## config.mk

```make
export PLATFORM = sky130hd
export DESIGN_NAME = pmc_power_ctrl
export DESIGN_NICKNAME = d
export VERILOG_FILES = /design/src/rtl/pmc_pkg.sv /design/src/rtl/pmc_edge_detect.sv /design/src/rtl/pmc_cmd_shift.sv /design/src/rtl/pmc_timer.sv /design/src/rtl/pmc_pulse_meter.sv /design/src/rtl/pmc_power_ctrl.sv
export SDC_FILE = /design/constraint.sdc
export NUM_CORES = 1
export LEC_CHECK = 0
export ABC_AREA = 1
export CORE_MARGIN = 1
export CORE_UTILIZATION = 55
export DETAILED_ROUTE_END_ITERATION = 12
export PLACE_DENSITY = 0.78
export SYNTH_ARGS = -nofsm -noshare
export SYNTH_HDL_FRONTEND = slang
export SYNTH_HIERARCHICAL = 1
export SYNTH_SLANG_ARGS = --single-unit
```

## constraint.sdc

```tcl
create_clock -name clk -period 3.65 [get_ports clk]
set_clock_uncertainty 0.2 [all_clocks]
set_input_delay 0.73 -clock clk [delete_from_list [all_inputs] [get_ports clk]]
set_output_delay 0.73 -clock clk [all_outputs]
set_load 0.02 [all_outputs]
```

## src/rtl/pmc_pkg.sv

```systemverilog
// Package: power-state codes and helpers shared by the controller and its checker.
// Assumes: the 3-bit code values are visible at the pstate port and must stay fixed.
package pmc_pkg;

    typedef enum logic [2:0] {
        PS_ACTIVE    = 3'd0,
        PS_STANDBY   = 3'd1,
        PS_DPD_ENTER = 3'd2,
        PS_DPD       = 3'd3,
        PS_DPD_WAKE  = 3'd4,
        PS_HIB_ENTER = 3'd5,
        PS_HIB       = 3'd6,
        PS_HIB_WAKE  = 3'd7
    } pstate_t;

    // True when the device accepts an access in state s.
    function automatic logic is_ready(input pstate_t s);
        return (s == PS_ACTIVE) || (s == PS_STANDBY);
    endfunction

    // True while a wake phase runs and commands must be refused.
    function automatic logic is_waking(input pstate_t s);
        return (s == PS_DPD_WAKE) || (s == PS_HIB_WAKE);
    endfunction

    // Largest of four cycle counts, used to size the shared timer.
    function automatic int max4(input int a, input int b, input int c, input int d);
        int m;
        m = a;
        if (b > m) m = b;
        if (c > m) m = c;
        if (d > m) m = d;
        return m;
    endfunction

endpackage

```

## src/rtl/pmc_edge_detect.sv

```systemverilog
// Module: edge detector for the serial pins.
// Registers chip-select and serial clock once. It flags rising and falling
// select and rising serial clock in the cycle where the new level is first seen.
// Assumes: inputs are already synchronous to clk. After reset, select is taken as
// high and the serial clock as high, so no false edge is flagged.
module pmc_edge_detect (
    input  logic clk,
    input  logic rst_n,
    input  logic cs_n,
    input  logic sck,
    output logic cs_rise,
    output logic cs_fall,
    output logic sck_rise
);

    logic cs_q;
    logic sck_q;

    // Hold the previous level of each pin.
    always_ff @(posedge clk) begin
        if (!rst_n) begin
            cs_q  <= 1'b1;
            sck_q <= 1'b1;
        end else begin
            cs_q  <= cs_n;
            sck_q <= sck;
        end
    end

    // Compare the present level with the previous one.
    always_comb begin
        cs_rise  = ~cs_q & cs_n;
        cs_fall  = cs_q & ~cs_n;
        sck_rise = ~sck_q & sck;
    end

endmodule

```

## src/rtl/pmc_cmd_shift.sv

```systemverilog
// Module: command byte receiver.
// Shifts serial data MSB first on each flagged rising serial clock while enabled.
// It keeps only the first OP_W bits of a select and flags a complete match
// against either sleep opcode.
// Assumes: clear is held high between selects (select high), which drops a partial byte.
module pmc_cmd_shift #(
    parameter int          OP_W = 8,
    parameter logic [7:0]  OP_A = 8'hB9,
    parameter logic [7:0]  OP_B = 8'hBA
) (
    input  logic clk,
    input  logic rst_n,
    input  logic clear,
    input  logic enable,
    input  logic sck_rise,
    input  logic si,
    output logic hit_a,
    output logic hit_b
);

    localparam int CW = $clog2(OP_W + 1);

    logic [OP_W-1:0] shreg;
    logic [CW-1:0]   nbits;
    logic            full;

    // Capture up to OP_W bits per select; later bits are dropped.
    always_ff @(posedge clk) begin
        if (!rst_n) begin
            shreg <= '0;
            nbits <= '0;
        end else if (clear) begin
            nbits <= '0;
        end else if (enable && sck_rise && !full) begin
            shreg <= {shreg[OP_W-2:0], si};
            nbits <= nbits + 1'b1;
        end
    end

    // Decode a complete byte against the two opcodes.
    always_comb begin
        full  = (nbits == CW'(OP_W));
        hit_a = full && (shreg == OP_A[OP_W-1:0]);
        hit_b = full && (shreg == OP_B[OP_W-1:0]);
    end

endmodule

```

## src/rtl/pmc_timer.sv

```systemverilog
// Module: shared countdown timer for entry and wake phases.
// load sets the count. It then counts down to zero and holds there.
// done is high whenever the count is zero.
// Assumes: a phase of N cycles is loaded with N-1 on the edge that enters it.
module pmc_timer #(
    parameter int TW = 8
) (
    input  logic          clk,
    input  logic          rst_n,
    input  logic          load,
    input  logic [TW-1:0] load_val,
    output logic          done
);

    logic [TW-1:0] cnt;

    // Load or count down.
    always_ff @(posedge clk) begin
        if (!rst_n) begin
            cnt <= '0;
        end else if (load) begin
            cnt <= load_val;
        end else if (cnt != '0) begin
            cnt <= cnt - 1'b1;
        end
    end

    // Flag the end of the phase.
    always_comb done = (cnt == '0);

endmodule

```

## src/rtl/pmc_pulse_meter.sv

```systemverilog
// Module: select-low width meter for the power-down wake.
// Counts consecutive low samples of select while armed. reached is flagged on
// the edge that gives the LIM-th low sample.
// Assumes: LIM >= 1. Disarming or a high sample restarts the count.
module pmc_pulse_meter #(
    parameter int LIM = 4
) (
    input  logic clk,
    input  logic rst_n,
    input  logic arm,
    input  logic low,
    output logic reached
);

    localparam int CW = (LIM < 2) ? 1 : $clog2(LIM);

    logic [CW-1:0] cnt;

    // Track the run of low samples; saturate one below the limit.
    always_ff @(posedge clk) begin
        if (!rst_n) begin
            cnt <= '0;
        end else if (!arm || !low) begin
            cnt <= '0;
        end else if (cnt != CW'(LIM - 1)) begin
            cnt <= cnt + 1'b1;
        end
    end

    // This sample completes the required width.
    always_comb reached = arm && low && (cnt == CW'(LIM - 1));

endmodule

```

## src/rtl/pmc_power_ctrl.sv

```systemverilog
// Module: power-state controller for a serial memory slave (top).
// It sequences idle, selected, power-down and hibernate states with timed
// entry and wake phases. It reports the state, a ready flag and a command gate.
// Assumes: cs_n, sck and si are synchronous to clk, and every cycle count parameter is >= 1.
module pmc_power_ctrl #(
    parameter logic [7:0] OP_DPD        = 8'hB9,
    parameter logic [7:0] OP_HIB        = 8'hBA,
    parameter int         DPD_ENTER_CYC = 750,
    parameter int         HIB_ENTER_CYC = 750,
    parameter int         DPD_WAKE_CYC  = 37500,
    parameter int         HIB_WAKE_CYC  = 1250000,
    parameter int         DPD_PULSE_CYC = 100
) (
    input  logic       clk,
    input  logic       rst_n,
    input  logic       cs_n,
    input  logic       sck,
    input  logic       si,
    output logic [2:0] pstate,
    output logic       ready,
    output logic       cmd_block
);

    import pmc_pkg::*;

    localparam int TMAX = max4(DPD_ENTER_CYC, HIB_ENTER_CYC, DPD_WAKE_CYC, HIB_WAKE_CYC);
    localparam int TW   = $clog2(TMAX + 1);

    pstate_t       st;
    pstate_t       nxt;
    logic          cs_rise;
    logic          cs_fall;
    logic          sck_rise;
    logic          hit_dpd;
    logic          hit_hib;
    logic          t_load;
    logic [TW-1:0] t_val;
    logic          t_done;
    logic          pulse_ok;

    pmc_edge_detect u_edge (
        .clk      (clk),
        .rst_n    (rst_n),
        .cs_n     (cs_n),
        .sck      (sck),
        .cs_rise  (cs_rise),
        .cs_fall  (cs_fall),
        .sck_rise (sck_rise)
    );

    pmc_cmd_shift #(
        .OP_W (8),
        .OP_A (OP_DPD),
        .OP_B (OP_HIB)
    ) u_cmd (
        .clk      (clk),
        .rst_n    (rst_n),
        .clear    (cs_n),
        .enable   (st == PS_ACTIVE),
        .sck_rise (sck_rise),
        .si       (si),
        .hit_a    (hit_dpd),
        .hit_b    (hit_hib)
    );

    pmc_timer #(
        .TW (TW)
    ) u_timer (
        .clk      (clk),
        .rst_n    (rst_n),
        .load     (t_load),
        .load_val (t_val),
        .done     (t_done)
    );

    pmc_pulse_meter #(
        .LIM (DPD_PULSE_CYC)
    ) u_pulse (
        .clk     (clk),
        .rst_n   (rst_n),
        .arm     (st == PS_DPD),
        .low     (~cs_n),
        .reached (pulse_ok)
    );

    // Next-state and timer-load decision.
    always_comb begin
        nxt    = st;
        t_load = 1'b0;
        t_val  = '0;
        unique case (st)
            PS_STANDBY: begin
                if (cs_fall) nxt = PS_ACTIVE;
            end
            PS_ACTIVE: begin
                if (cs_rise) begin
                    if (hit_dpd) begin
                        nxt    = PS_DPD_ENTER;
                        t_load = 1'b1;
                        t_val  = TW'(DPD_ENTER_CYC - 1);
                    end else if (hit_hib) begin
                        nxt    = PS_HIB_ENTER;
                        t_load = 1'b1;
                        t_val  = TW'(HIB_ENTER_CYC - 1);
                    end else begin
                        nxt = PS_STANDBY;
                    end
                end
            end
            PS_DPD_ENTER: begin
                if (t_done) nxt = PS_DPD;
            end
            PS_DPD: begin
                if (pulse_ok) begin
                    nxt    = PS_DPD_WAKE;
                    t_load = 1'b1;
                    t_val  = TW'(DPD_WAKE_CYC - 1);
                end
            end
            PS_DPD_WAKE: begin
                if (t_done) nxt = PS_STANDBY;
            end
            PS_HIB_ENTER: begin
                if (t_done) nxt = PS_HIB;
            end
            PS_HIB: begin
                if (cs_fall) begin
                    nxt    = PS_HIB_WAKE;
                    t_load = 1'b1;
                    t_val  = TW'(HIB_WAKE_CYC - 1);
                end
            end
            PS_HIB_WAKE: begin
                if (t_done) nxt = PS_STANDBY;
            end
            default: nxt = PS_STANDBY;
        endcase
    end

    // State register.
    always_ff @(posedge clk) begin
        if (!rst_n) st <= PS_STANDBY;
        else        st <= nxt;
    end

    // Port decode of the state.
    always_comb begin
        pstate    = st;
        ready     = is_ready(st);
        cmd_block = is_waking(st);
    end

endmodule

```

==> impl_metrics.py <==
metrics = {
    "run_status": {
        "status": "complete, no violations",
    },
    "global_route": {
        "first_global_vias": 2260,
        "antenna_found_initial": 0,
        "grt_overflow": 0,
        "grt_start_max_net_pins": 25,
        "grt_pass1_wl_um": 9960,
        "grt_usage_pct": 23.2,
    },
    "detailed_routing": {
        "routedWlPerCell_um": 11.4,
        "routed_wl_um": 6170,
        "drt-vias-per-instance": 5.05,
        "dr.pass1.iters": 4,
        "drtIter0Drc": 98,
        "route.detailed.drc": 0,
        "vias": 2725,
        "ant_nets": 0,
    },
    "hold_path": {
        "hp-class": "flip-flop to flip-flop",
        "min_to": "u_timer/cnt[0]$_SDFFE_PN0P_",
        "hold_depth": 2,
        "hp-start": "u_timer/cnt[0]$_SDFFE_PN0P_",
    },
    "cts": {
        "postCtsHoldBufs": 0,
        "path_clk_slew_ps": 80,
        "clock_path_buffers": 2,
        "post_cts_resized": 0,
        "clk_latency_ps": 300,
        "numCtsBuffers": 5,
        "cts.sinks": 45,
        "cts_tree": "yes",
        "root_buffer": "clkbuf_8",
        "h-tree-depth": 2,
        "postCtsSetupRepairBufs": 0,
    },
    "critical_path": {
        "worstSetupEndpointType": "output pin",
        "arrival_ps": 1950,
        "crit_fanout": 10,
        "r2r-start": "u_cmd/nbits[0]$_SDFFE_PP0P_",
        "worstPathRequired_ps": 2720,
        "critPathKind": "flip-flop to output pin",
        "r2r_end": "u_timer/cnt[18]$_SDFFE_PN0P_",
        "r2r.worst_path.cells": 12,
        "cp-start-kind": "flip-flop",
        "r2r_slack_ps": 1080,
    },
    "job": {
        "max_cap_viol_count": 0,
    },
    "sta": {
        "drv_slew": 0,
        "fmax_ghz": 0.347,
        "setup-tns-final_ps": 0,
        "period_minus_slack_ps": 2880,
        "max_slew_margin_pct": 65.0,
        "rsz0062_at_grt": "false",
        "fin_ws_ps": 765,
        "hold_viol": 0,
        "finalSetupViolCount": 0,
        "tightest_slew_ps": 525,
        "finalCritPeriodShare_pct": 79.0,
    },
    "finish": {
        "drive_gt1_share_pct": 11.3,
        "area_growth_pct": 8.24,
        "final_common_cell": "nand2_1",
        "fin_nets": 479,
        "antennaDiodeCount": 0,
        "final_cell_mix": "nand2_1 (111), inv_1 (63), nor2_1 (60)",
    },
    "pwr": {
        "leakagePower_nw": 1.39,
        "ir_drop_mv": 0.423,
        "p_per_area_nw_per_um2": 640,
    },
    "die": {
        "die_y_um": 75.0,
        "fp.dieW_um": 75.0,
        "pin_count": 10,
        "initial_core_util_pct": 57.3,
        "dieArea_um2": 5620,
        "coreArea_um2": 5110,
        "num_rows": 26,
    },
    "placement": {
        "place_congestion": 0.904,
        "numPortBuffers": 9,
        "dpl_worst_slack_ps": 654,
        "detailed_place_hpwl_um": 4650,
    },
    "synth": {
        "seq_area_frac_synth_pct": 30.8,
        "synth_seq_cells": 45,
        "synth_area_um2": 2930,
        "synth_warnings": 6,
        "avgSynthCellArea_um2": 6.44,
        "synthDistinctLibCells": 36,
        "syn-instance-count": 455,
    },
}
## stage by stage
step	area [um^2]	hold WS, ps	util [%]	instances	power [W]
floorplan	2950	242	-	461	0.00151
global placement	3070	263	60.2	532	0.00167
detailed placement	3070	265	60.2	532	0.00169
CTS	3170	285	62.1	540	0.00203
global route	3170	301	62.1	540	0.00219
finish	3170	281	62.1	540	0.00203
## worst max-delay path, cell delays in order (launching register included)
cell             delay [ps]
dfxtp_1                 650
inv_1                   140
nand2_1                 100
nand2_1                  70
nor2_1                   80
clkdlybuf4s50_1         610
## report_power, final
group	total (W)	switching [W]	internal [W]	leakage (nW)
combinational	0.00103	0.000640	0.000389	0.971
clock	0.000333	0.000179	0.000154	0.0512
sequential	0.000667	0.000103	0.000564	0.367
## cells in the mapped netlist, drive strengths merged
cell / instances / area share [%]
xor2: 3 / 0.90
dfxtp: 45 / 31
nand2: 119 / 16
nor3: 2 / 0.34
o211ai: 3 / 0.77
or2: 1 / 0.21
nand4: 20 / 4.5
nor2: 84 / 14
a21boi: 3 / 0.77
ha: 5 / 2.1
nand3b: 1 / 0.26
a21oi: 28 / 4.8
inv: 68 / 8.8
nand3: 35 / 7.0
o21a: 4 / 1.0
clkbuf: 3 / 0.38
conb: 1 / 0.13
and3: 1 / 0.21
clkinv: 3 / 0.38
buf: 7 / 2.0
xnor2: 3 / 0.90
o21ai: 16 / 3.0
## layer usage
metal | share of wire (%) | vias to the layer above | routed length [um] | track usage (%)
met5 | 0 | - | 0 | 0
met4 | 1.1 | 0 | 67 | 7.97
met3 | 4.1 | 5 | 256 | 2.81
met2 | 46 | 50 | 2850 | 37.6
met1 | 49 | 1216 | 3000 | 31.9
li1 | - | 1454 | - | -
## worst max path at each step
stage	start	to	slack [ps]
after floorplan	u_pulse/cnt[1]$_SDFFE_PP0P_	u_timer/cnt[1]$_SDFFE_PN0P_	1430
after global placement	cs_n	u_timer/cnt[18]$_SDFFE_PN0P_	760
after detailed placement	cs_n	u_timer/cnt[18]$_SDFFE_PN0P_	650
after CTS	pstate[1]$_SDFFE_PN0P_	cmd_block	760
after global routing	pstate[1]$_SDFFE_PN0P_	cmd_block	640
final	pstate[1]$_SDFFE_PN0P_	cmd_block	770
## sequential cells by signal (all words and copies together), names as in the netlist
name	flops
pstate	3
u_edge/cs_q	1
u_timer/cnt	21
u_cmd/shreg	8
u_edge/sck_q	1
u_cmd/nbits	4
u_pulse/cnt	7
## cell families (layout without fill, tap and decap cells)
group / count (synthesis) / in the layout / synth area share, %
buffers and inverters: 81 / 90 / 11.6
adders and majority gates: 5 / 5 / 2.14
DFF: 45 / 45 / 30.8
and+or+nand+nor: 263 / 263 / 43.3
other: 1 / 7 / 0.128
xor gates and xnor gates: 6 / 6 / 1.79
AOI/OAI and AO/OA: 54 / 54 / 10.3
## area by class of cell
class,count,area (um^2)
clock buffer,6,82.6
clock inverter,2,13.8
fill,513,1940
inverter,71,269
multi-input combinational,335,1710
sequential,45,901
tap,70,87.6
timing repair buffer,11,105
Note: power is estimated with default switching activity, not from simulation.
